$ cat src/rtl/evc_pkg.sv
package evc_pkg;

    typedef enum logic [1:0] {
        ST_OFF  = 2'd0,
        ST_RUN  = 2'd1,
        ST_HOLD = 2'd3
    } run_state_e;

    typedef enum logic [2:0] {
        SEL_CFG  = 3'd0,
        SEL_CTRL = 3'd1,
        SEL_VLO  = 3'd2,
        SEL_VHI  = 3'd3,
        SEL_STAT = 3'd4,
        SEL_GLB  = 3'd7
    } reg_sel_e;

    function automatic run_state_e decode_state(input logic [1:0] code);
        case (code)
            2'd1:    return ST_RUN;
            2'd3:    return ST_HOLD;
            default: return ST_OFF;
        endcase
    endfunction

endpackage

$ cat src/rtl/evc_granule.sv
module evc_granule #(
    parameter int GRAN_W = 4
) (
    input  logic              clk,
    input  logic              rst_n,
    input  logic              tick_i,
    input  logic              clr_i,
    input  logic [GRAN_W-1:0] code_i,
    output logic              trig_o
);
    localparam int SUB_W = (1 << GRAN_W) - 1;

    logic [SUB_W-1:0] sub_q;
    logic [SUB_W-1:0] last_val;
    logic             trig_q;

    // Last sub-count value of one granule period.
    always_comb begin
        if (code_i == '0) begin
            last_val = '0;
        end else begin
            last_val = (SUB_W'(1) << (code_i - GRAN_W'(1))) - SUB_W'(1);
        end
    end

    always_ff @(posedge clk) begin
        if (!rst_n || clr_i) begin
            sub_q  <= '0;
            trig_q <= 1'b0;
        end else if (tick_i) begin
            if (sub_q == last_val) begin
                sub_q  <= '0;
                trig_q <= 1'b1;
            end else begin
                sub_q  <= sub_q + SUB_W'(1);
                trig_q <= 1'b0;
            end
        end else begin
            trig_q <= 1'b0;
        end
    end

    assign trig_o = trig_q;

endmodule

$ cat src/rtl/evc_counter.sv
module evc_counter
    import evc_pkg::*;
#(
    parameter int REG_W  = 32,
    parameter int GRAN_W = 4
) (
    input  logic              clk,
    input  logic              rst_n,
    input  logic              evt_i,
    input  logic              ovr_i,
    input  run_state_e        ovr_state_i,
    input  logic              ctrl_we_i,
    input  logic [1:0]        ctrl_code_i,
    input  logic              chain_hit_i,
    input  logic              lo_we_i,
    input  logic              hi_we_i,
    input  logic [REG_W-1:0]  wdata_i,
    input  logic [1:0]        stat_clr_i,
    input  logic              lo_en_i,
    input  logic              hi_en_i,
    input  logic              trig_en_i,
    input  logic [GRAN_W-1:0] gran_i,
    output run_state_e        state_o,
    output logic [2*REG_W-1:0] value_o,
    output logic [1:0]        stat_o,
    output logic              fire_o,
    output logic              wrap_o,
    output logic              trig_o
);
    run_state_e       state_q, state_d, eff_state;
    logic [REG_W-1:0] lo_q, hi_q;
    logic             lo_st_q, hi_st_q;
    logic             fire, lo_carry, wrap;

    // Next-state logic: chain pause wins over a control write.
    always_comb begin
        state_d = state_q;
        unique case (state_q)
            ST_OFF: begin
                if (ctrl_we_i) state_d = decode_state(ctrl_code_i);
            end
            ST_RUN: begin
                if (chain_hit_i)    state_d = ST_HOLD;
                else if (ctrl_we_i) state_d = decode_state(ctrl_code_i);
            end
            ST_HOLD: begin
                if (ctrl_we_i) state_d = decode_state(ctrl_code_i);
            end
            default: state_d = ST_OFF;
        endcase
    end

    always_ff @(posedge clk) begin
        if (!rst_n) state_q <= ST_OFF;
        else        state_q <= state_d;
    end

    assign eff_state = ovr_i ? ovr_state_i : state_q;
    assign fire      = evt_i && (eff_state == ST_RUN) && !lo_we_i && !hi_we_i;
    assign lo_carry  = fire && (&lo_q);
    assign wrap      = lo_carry && (&hi_q);

    always_ff @(posedge clk) begin
        if (!rst_n) begin
            lo_q    <= '0;
            hi_q    <= '0;
            lo_st_q <= 1'b0;
            hi_st_q <= 1'b0;
        end else begin
            if (lo_we_i)   lo_q <= wdata_i;
            else if (fire) lo_q <= lo_q + REG_W'(1);
            if (hi_we_i)       hi_q <= wdata_i;
            else if (lo_carry) hi_q <= hi_q + REG_W'(1);
            lo_st_q <= (lo_st_q && !stat_clr_i[0]) || (lo_carry && lo_en_i);
            hi_st_q <= (hi_st_q && !stat_clr_i[1]) || (wrap && hi_en_i);
        end
    end

    evc_granule #(.GRAN_W(GRAN_W)) gran_i_u (
        .clk    (clk),
        .rst_n  (rst_n),
        .tick_i (fire && trig_en_i),
        .clr_i  (lo_we_i || hi_we_i),
        .code_i (gran_i),
        .trig_o (trig_o)
    );

    // Output process.
    always_comb begin
        state_o = state_q;
        value_o = {hi_q, lo_q};
        stat_o  = {hi_st_q, lo_st_q};
        fire_o  = fire;
        wrap_o  = wrap;
    end

endmodule

$ cat src/rtl/evc_unit.sv
module evc_unit
    import evc_pkg::*;
#(
    parameter int NUM_CNT = 4,
    parameter int REG_W   = 32,
    parameter int GRAN_W  = 4,
    localparam int IDX_W  = (NUM_CNT > 1) ? $clog2(NUM_CNT) : 1,
    localparam int ADDR_W = IDX_W + 3
) (
    input  logic               clk,
    input  logic               rst_n,
    input  logic [NUM_CNT-1:0] evt_i,
    input  logic               wr_en_i,
    input  logic [ADDR_W-1:0]  wr_addr_i,
    input  logic [REG_W-1:0]   wr_data_i,
    input  logic [ADDR_W-1:0]  rd_addr_i,
    output logic [REG_W-1:0]   rd_data_o,
    output logic               irq_o,
    output logic [NUM_CNT-1:0] trig_o
);
    localparam int MASK_LSB = 16;
    localparam int GRAN_LSB = 4;

    logic [IDX_W-1:0] wr_idx, rd_idx;
    logic [2:0]       wr_sel, rd_sel;

    logic [NUM_CNT-1:0]              irq_en_q, lo_en_q, hi_en_q, trig_en_q;
    logic [NUM_CNT-1:0][GRAN_W-1:0]  gran_q;
    logic [NUM_CNT-1:0][NUM_CNT-1:0] mask_v;
    logic                            glb_ovr_q;
    logic [1:0]                      glb_code_q;

    logic [NUM_CNT-1:0][1:0]         state_v;
    logic [NUM_CNT-1:0][2*REG_W-1:0] val_v;
    logic [NUM_CNT-1:0]              lo_st_v, hi_st_v, fire_v, wrap_v;

    assign wr_idx = wr_addr_i[ADDR_W-1:3];
    assign wr_sel = wr_addr_i[2:0];
    assign rd_idx = rd_addr_i[ADDR_W-1:3];
    assign rd_sel = rd_addr_i[2:0];

    always_ff @(posedge clk) begin
        if (!rst_n) begin
            glb_ovr_q  <= 1'b0;
            glb_code_q <= 2'd0;
        end else if (wr_en_i && wr_sel == SEL_GLB) begin
            glb_ovr_q  <= wr_data_i[0];
            glb_code_q <= wr_data_i[2:1];
        end
    end

    for (genvar i = 0; i < NUM_CNT; i++) begin : g_cnt
        logic       hit;
        run_state_e st;
        logic [1:0] stat;

        assign hit = wr_en_i && (wr_idx == IDX_W'(i));

        always_ff @(posedge clk) begin
            if (!rst_n) begin
                irq_en_q[i]  <= 1'b0;
                lo_en_q[i]   <= 1'b0;
                hi_en_q[i]   <= 1'b0;
                trig_en_q[i] <= 1'b0;
                gran_q[i]    <= '0;
                mask_v[i]    <= '0;
            end else if (hit && wr_sel == SEL_CFG) begin
                irq_en_q[i]  <= wr_data_i[0];
                lo_en_q[i]   <= wr_data_i[1];
                hi_en_q[i]   <= wr_data_i[2];
                trig_en_q[i] <= wr_data_i[3];
                gran_q[i]    <= wr_data_i[GRAN_LSB +: GRAN_W];
                mask_v[i]    <= wr_data_i[MASK_LSB +: NUM_CNT];
            end
        end

        evc_counter #(.REG_W(REG_W), .GRAN_W(GRAN_W)) cnt_u (
            .clk         (clk),
            .rst_n       (rst_n),
            .evt_i       (evt_i[i]),
            .ovr_i       (glb_ovr_q),
            .ovr_state_i (decode_state(glb_code_q)),
            .ctrl_we_i   (hit && wr_sel == SEL_CTRL),
            .ctrl_code_i (wr_data_i[1:0]),
            .chain_hit_i (|(wrap_v & mask_v[i])),
            .lo_we_i     (hit && wr_sel == SEL_VLO),
            .hi_we_i     (hit && wr_sel == SEL_VHI),
            .wdata_i     (wr_data_i),
            .stat_clr_i  ((hit && wr_sel == SEL_STAT) ? wr_data_i[1:0] : 2'b00),
            .lo_en_i     (lo_en_q[i]),
            .hi_en_i     (hi_en_q[i]),
            .trig_en_i   (trig_en_q[i]),
            .gran_i      (gran_q[i]),
            .state_o     (st),
            .value_o     (val_v[i]),
            .stat_o      (stat),
            .fire_o      (fire_v[i]),
            .wrap_o      (wrap_v[i]),
            .trig_o      (trig_o[i])
        );

        assign state_v[i] = st;
        assign lo_st_v[i] = stat[0];
        assign hi_st_v[i] = stat[1];
    end

    assign irq_o = |(irq_en_q & (lo_st_v | hi_st_v));

    always_comb begin
        rd_data_o = '0;
        case (rd_sel)
            SEL_CFG: begin
                rd_data_o = (REG_W'(mask_v[rd_idx]) << MASK_LSB)
                          | (REG_W'(gran_q[rd_idx]) << GRAN_LSB)
                          | REG_W'({trig_en_q[rd_idx], hi_en_q[rd_idx],
                                    lo_en_q[rd_idx], irq_en_q[rd_idx]});
            end
            SEL_CTRL: rd_data_o = REG_W'(state_v[rd_idx]);
            SEL_VLO:  rd_data_o = val_v[rd_idx][REG_W-1:0];
            SEL_VHI:  rd_data_o = val_v[rd_idx][2*REG_W-1:REG_W];
            SEL_STAT: rd_data_o = REG_W'({hi_st_v[rd_idx], lo_st_v[rd_idx]});
            SEL_GLB:  rd_data_o = REG_W'({glb_code_q, glb_ovr_q});
            default:  rd_data_o = '0;
        endcase
    end

endmodule

$ cat config.mk
export PLATFORM = sky130hd
export DESIGN_NAME = evc_unit
export DESIGN_NICKNAME = d
export VERILOG_FILES = /design/src/rtl/evc_pkg.sv /design/src/rtl/evc_granule.sv /design/src/rtl/evc_counter.sv /design/src/rtl/evc_unit.sv
export SDC_FILE = /design/constraint.sdc
export NUM_CORES = 1
export LEC_CHECK = 0
export BUFFER_PORTS_ARGS = -buffer_cell sky130_fd_sc_hd__buf_2
export CORE_UTILIZATION = 30
export CTS_CLUSTER_DIAMETER = 200
export DETAILED_ROUTE_END_ITERATION = 6
export GPL_ROUTABILITY_DRIVEN = 1
export PLACE_DENSITY = 0.44
export SLEW_MARGIN = 10
export SYNTH_ARGS = -nofsm -noshare
export SYNTH_HDL_FRONTEND = slang
export SYNTH_SLANG_ARGS = --single-unit
$ cat constraint.sdc
create_clock -name clk -period 3.3 [get_ports clk]
set_clock_uncertainty 0.15 [all_clocks]
set_input_delay 0.33 -clock clk [delete_from_list [all_inputs] [get_ports clk]]
set_output_delay 0.33 -clock clk [all_outputs]
set_load 0.005 [all_outputs]
======== Yosys cells after proc, flatten, opt, wreduce, memory -nomap -nowiden ========
Cells that the tools add are included.
operators by class
  $add $sub $neg .......................... 20
  $lt $le $gt $ge ......................... 1
  equality and inequality tests ........... 33
  shifts and indexed selects .............. 4
  muxes and demuxes ....................... 71
  bitwise gates (word level) .............. 12
  reduce and logical (&&, ||, !) cells .... 138
operators with widths
  operator                                                               count
  32-bit two-way mux                                                     16
  32-bit by 1-bit adder with 32-bit output, second input constant        8
  32-bit AND reduction                                                   8
  32-bit one-hot mux with 6 select lines                                 1
  64-bit binary-select mux with 2-bit select                             1
  15-bit two-way mux                                                     8
  1-bit logical AND                                                      65
  64-bit two-way mux                                                     1
  15-bit by 1-bit adder with 15-bit output, second input constant        4
  15-bit equality test                                                   4
  1-bit by 4-bit << shifter with 15-bit output, first input constant     4
  15-bit by 2-bit subtractor with 15-bit output, second input constant   4
  2-bit two-way mux                                                      17
  2-bit one-hot mux with 2 select lines                                  6
  2-bit by 1-bit equality test with 1-bit output, second input constant  11
  4-bit bitwise AND                                                      5
  20-bit by 4-bit OR with 20-bit output                                  1
  20-bit by 8-bit OR with 20-bit output                                  1
  4-bit OR reduction                                                     5
  1-bit logical NOT                                                      17
  4-bit binary-select mux with 2-bit select                              2
  2-bit equality test, second input constant                             8
  4-bit logical NOT                                                      4
  1-bit logical OR                                                       16
  other kinds (15)                                                       62
storage, ports and cells
  register bits ........................... 387
  bits of input ports ..................... 49
  output and inout bits ................... 37
  logic and storage cells ................. 333

======== Depth between registers and ports, before layout ========
  word-level depth ........................ 13
  gate-level depth with buffers ........... 15
  mapped depth without buffers ............ 10

======== Modules after synthesis ========
A second synthesis with hierarchy kept.
second synthesis, totals
  cell total of the unflattened synthesis .. 3461
  area, all modules ....................... 27453.8 um^2
modules (own cells, without submodules)
  module                            instances  cells each  area each (um^2)  seq. area each (um^2)
  evc_counter (g_cnt[0].cnt_u ...)  3          569         4292.9            1361.3
  evc_granule                       4          161         1331.3            320.3
  evc_unit                          1          532         4908.5            1021.0
  evc_counter (g_cnt[2].cnt_u)      1          578         4341.7            1361.3

======== Least setup slack after synthesis ========
Ideal clock, no wire load.
  kind .................................... register -> register
  start point ............................. register gran_q[6] (netlist name)
  end point ............................... register g_cnt[1].cnt_u.gran_i_u.sub_q[14]
  setup time .............................. 135 ps
  data arrival time ....................... 3219 ps
  required time ........................... 3015 ps
  path slack .............................. -204 ps
  stages on the path, launching flop included .. 15
  path buffers ............................ 5
  period minus slack after synthesis ...... 3504 ps
  path through ............................ dfxtp_1 buf_2 clkbuf_1 clkbuf_1 or3_1 ha_1 nor2b_1 o21ai_0 nor2_1 a211o_1 or4_1 clkbuf_1 nor4_2 buf_2 nor3_1
between the ends
  cells in the longest elaborated chain, start to end .. 6
  elaborated cells on any way between the ends .. 7
  those cells by class .................... add/sub: 2; eq/ne: 1; shift: 1; mux: 2; reduce/logical: 1
ends and longest elaborated chain
  what                                           RTL line           RTL
  start, declared                                evc_unit.sv:28     logic [NUM_CNT-1:0][GRAN_W-1:0] gran_q;
  start signal, assigned by index                evc_unit.sv:72     gran_q[i] <= wr_data_i[GRAN_LSB +: GRAN_W];
  4-bit by 1-bit subtractor with 4-bit output    evc_granule.sv:22  last_val = (SUB_W'(1) << (code_i - GRAN_W'(1))) - SUB_W'(1);
  1-bit by 4-bit << shifter with 15-bit output   evc_granule.sv:22
  15-bit by 2-bit subtractor with 15-bit output  evc_granule.sv:22
  15-bit two-way mux *                           evc_granule.sv:19  if (code_i == '0) begin
  15-bit equality test *                         evc_granule.sv:31  if (sub_q == last_val) begin
  15-bit two-way mux *                           evc_granule.sv:31
  end signal, assigned                           evc_granule.sv:35  sub_q <= sub_q + SUB_W'(1);
  end, declared                                  evc_granule.sv:13  logic [SUB_W-1:0] sub_q;
Every way passes the cells marked *; elsewhere a longest branch is shown, timed or not.
A chain may end at the register's enable or synchronous reset.

======== Final worst setup path ========
  start point ............................. register gran_q[5] (netlist name)
  end point ............................... register g_cnt[1].cnt_u.gran_i_u.trig_q
between the ends
  cells in the longest elaborated chain, start to end .. 6
  elaborated cells on any way between the ends .. 7
  those cells by class .................... add/sub: 2; eq/ne: 1; shift: 1; mux: 2; reduce/logical: 1
ends and longest elaborated chain
  what                                           RTL line           RTL
  4-bit by 1-bit subtractor with 4-bit output    evc_granule.sv:22
  1-bit by 4-bit << shifter with 15-bit output   evc_granule.sv:22
  15-bit by 2-bit subtractor with 15-bit output  evc_granule.sv:22
  15-bit two-way mux *                           evc_granule.sv:19
  15-bit equality test *                         evc_granule.sv:31
  1-bit two-way mux *                            evc_granule.sv:31
  end signal, assigned                           evc_granule.sv:29  trig_q <= 1'b0;
  end signal, assigned                           evc_granule.sv:33  trig_q <= 1'b1;
  end signal, assigned                           evc_granule.sv:36  trig_q <= 1'b0;
  end, declared                                  evc_granule.sv:15  logic trig_q;
Marks and branches as above.

==> results_dict.tcl <==
set metrics [dict create \
    die_w_um 296 \
    cp.required_ps 3690 \
    drtPass1Iterations 6 \
    pwr_density_cell_nw_per_um2 374 \
    cts_tree "yes" \
    synth_top_family_by_area "simple AND/OR/NAND/NOR gates" \
    crit_type "register to register" \
    cts_htree_levels 2 \
    grt_use_met3 0.0337 \
    seq_area_um2 7750 \
    outcome "finished clean" \
    synth.avg_cell_area_um2 7.56 \
    hold_viol 0 \
    synth_top_cell_by_area "dfxtp_1" \
    synth_nets 3515 \
    route.antenna.remaining_nets 0 \
    drtIter0Drc 2852 \
    synth_cell_types 92 \
    start_util 0.304 \
    fillers 9030 \
    drc_errors 0 \
    setup_violations 0 \
    grtUsageTotal 0.260 \
    cp-start-kind "register" \
    synth.area.top_cells "dfxtp_1 30%, mux4_2 6.9%, nand2_1 6.8%" \
    use_met2 0.407 \
    final.setup.worst_slack_ps 143 \
    finalCriticalPeriod_ps 3160 \
    num_rows 107 \
    arrival_ps 3550 \
    final_nets 3564 \
    grt_max_degree 159 \
    synthFlopType "dfxtp_1" \
    die_y_um 296 \
    syn_to_final_growth_pct 15.9 \
    synth_top_area_share 0.298 \
    dpl.hpwl_mm 84.4 \
    r2r-end "g_cnt[1].cnt_u.gran_i_u.trig_o" \
    dr_total_vias 27300 \
    max_slew.worst_pin.slew_ps 1090 \
    antenna_found_initial 4 \
    hp-class "input pin to register" \
    postSynthCellCount 3442 \
    synth_common_cells "473 x nand2_1, 387 x dfxtp_1, 307 x a21oi_1" \
    worstPathMaxFanout 11 \
    syn_area_um2 26000 \
    synth_compound_area_frac 0.231 \
    grt-ovfl-total 0 \
    synthSimpleGateAreaFrac 0.287 \
    worstHoldStart "wr_data_i[2]" \
    finalCritPeriodShare 0.957 \
    die-area_um2 87900 \
    clk_pin_slew_ps 60 \
    grt_busiest_layer "met2" \
    synthAdderAreaFrac 0.0115 \
    insertion_delay_ps 650 \
    cap_viol_max_count 0 \
    hold_path_end "g_cnt[2].cnt_u.hi_q[2]" \
    cts_sinks 387 \
    finish.utilization 0.352 \
    reg2reg_depth 11 \
    dp_slack_ps 8.22 \
    grt_pass1_vias 24900 \
    muxShareOfSynthArea 0.0808 \
    drt-total-wl_mm 116 \
    multi_input_area_um2 16900 \
    ir_worst_vdd_mv 0.388 \
    drive_above_1_share 0.150 \
    wl_per_cell_um 24.9 \
    ctsRootBufferMaster "clkbuf_16" \
    async_flop_share 0 \
    reg2reg_setup_slack_ps 140 \
    io_pins 86 \
    synth.most_common_cell "nand2_1" \
    core_area_um2 85500 \
    gp_congestion 0.876 \
    io_buffers 85 \
    hold_depth 3 \
    synth-seq-cells 387 \
    max_slew_margin 0.274 \
    rr_startpoint "gran_q[5]" \
    grt_pass1_wl_mm 171 \
    yosysSeqAreaShare 0.298 \
    final-max-slew-violation-count 0 \
    yosys_warnings 0 \
    vias_per_cell 5.84 \
    crit_path_end_kind "register" \
    fmax_mhz 317 \
    synthXorXnorAreaFrac 0.0346 \
    cts_buffers 51 \
    use_met1 0.364 \
    clock_path_buffers 3 \
    synth_edf_count 0 \
    p_leak_nw 10.0 \
]
## per-stage QoR
step	power (W)	std cells	hold slack, ps	cell area [µm²]	TNS (ps)
2_1_floorplan	0.00523	3442	292	26000	0
3_5_place_dp	0.00557	4561	312	28200	0
3_3_place_gp	0.00558	4561	310	28200	0
6_report	0.0113	4679	36.9	30100	0
4_1_cts	0.0114	4674	4.25	30100	0
5_1_grt	0.0116	4678	26.1	30100	-8.07
## report_power, final
group	internal, W	switching (W)
logic	0.000218	0.000533
clock network	0.00334	0.00244
registers	0.00470	0.0000469
## critical path, stage by stage (launching register included)
cell	delay, ps
dfxtp_1	310
nand2b_1	200
or3_1	370
ha_4	220
buf_4	160
o31ai_2	60
o21ai_0	120
a211o_1	280
or4_4	540
nor4_4	340
buf_4	210
nor2b_1	120
## final cells by class
cell class | count | area share
inverters | 76 | 0.00971
repair buffers | 286 | 0.0692
well taps | 1144 | 0.0475
clock buffers | 70 | 0.0484
diodes | 2 | 0.000166
multi-input cells | 2689 | 0.560
flip-flops and latches | 387 | 0.257
clock inverters | 25 | 0.00814
## layer usage
metal / part of all wire / vias up
met5: 0.00023 / -
met4: 0.037 / 4
met3: 0.063 / 182
met2: 0.45 / 1045
met1: 0.45 / 13300
li1: - / 12800
## flip-flops by register name, summed over array words and instances (netlist names), 8 cells and up
name	count
g_cnt.cnt_u.hi_q	128
g_cnt.cnt_u.state_o	8
g_cnt.cnt_u.lo_q	128
mask_v	16
g_cnt.cnt_u.gran_i_u.sub_q	60
gran_q	16
## cells by family (layout without fill, tap and decap cells)
| group | after synthesis | after routing |
|---|---|---|
| and+or+nand+nor | 1507 | 1507 |
| DFF | 387 | 387 |
| buffers and inverters | 366 | 457 |
| other | 0 | 2 |
| AOI/OAI and AO/OA | 948 | 948 |
| muxes | 108 | 108 |
| xor gates and xnor gates | 102 | 102 |
| adders and majority gates | 24 | 24 |
## how the worst max path moves through the flow
stage               start                                 to  slack [ps]  depth (start not counted)
3_3_place_gp   gran_q[13]   g_cnt[3].cnt_u.gran_i_u.sub_q[6]          90                         12
3_5_place_dp   gran_q[13]     g_cnt[3].cnt_u.gran_i_u.trig_o           8                         12
2_1_floorplan   gran_q[6]  g_cnt[1].cnt_u.gran_i_u.sub_q[14]           8                         14
6_report        gran_q[5]     g_cnt[1].cnt_u.gran_i_u.trig_o         140                         11
5_1_grt        gran_q[13]   g_cnt[3].cnt_u.gran_i_u.sub_q[5]          -7                         12
4_1_cts        gran_q[13]   g_cnt[3].cnt_u.gran_i_u.sub_q[3]           8                         12
## cells in the final DEF (no fill, tap or decap), drive strengths merged, types with 19 or more instances in the layout
master	instances
and3	73
a221oi	39
dfxtp	387
nor2	307
a32oi	36
o21ai	216
and4	22
and2	39
nand4	83
a211oi	38
inv	80
nand2	475
a22oi	46
ha	24
nor3b	27
or3	26
o211ai	22
nand3	152
buf	268
or2	19
nor4	51
clkbuf	70
xor2	46
a31oi	72
nor3	134
o22ai	19
nand2b	22
nor2b	20
xnor2	56
mux4	80
a22o	24
a21oi	308
## timing repair
item,in CTS,in global routing
gates resized for setup,0,13
endpoints found under the setup margin,0,41
hold endpoints to repair,49,0
setup buffers,0,2
hold buffers,18,0
(Power assumes the default switching activity.)
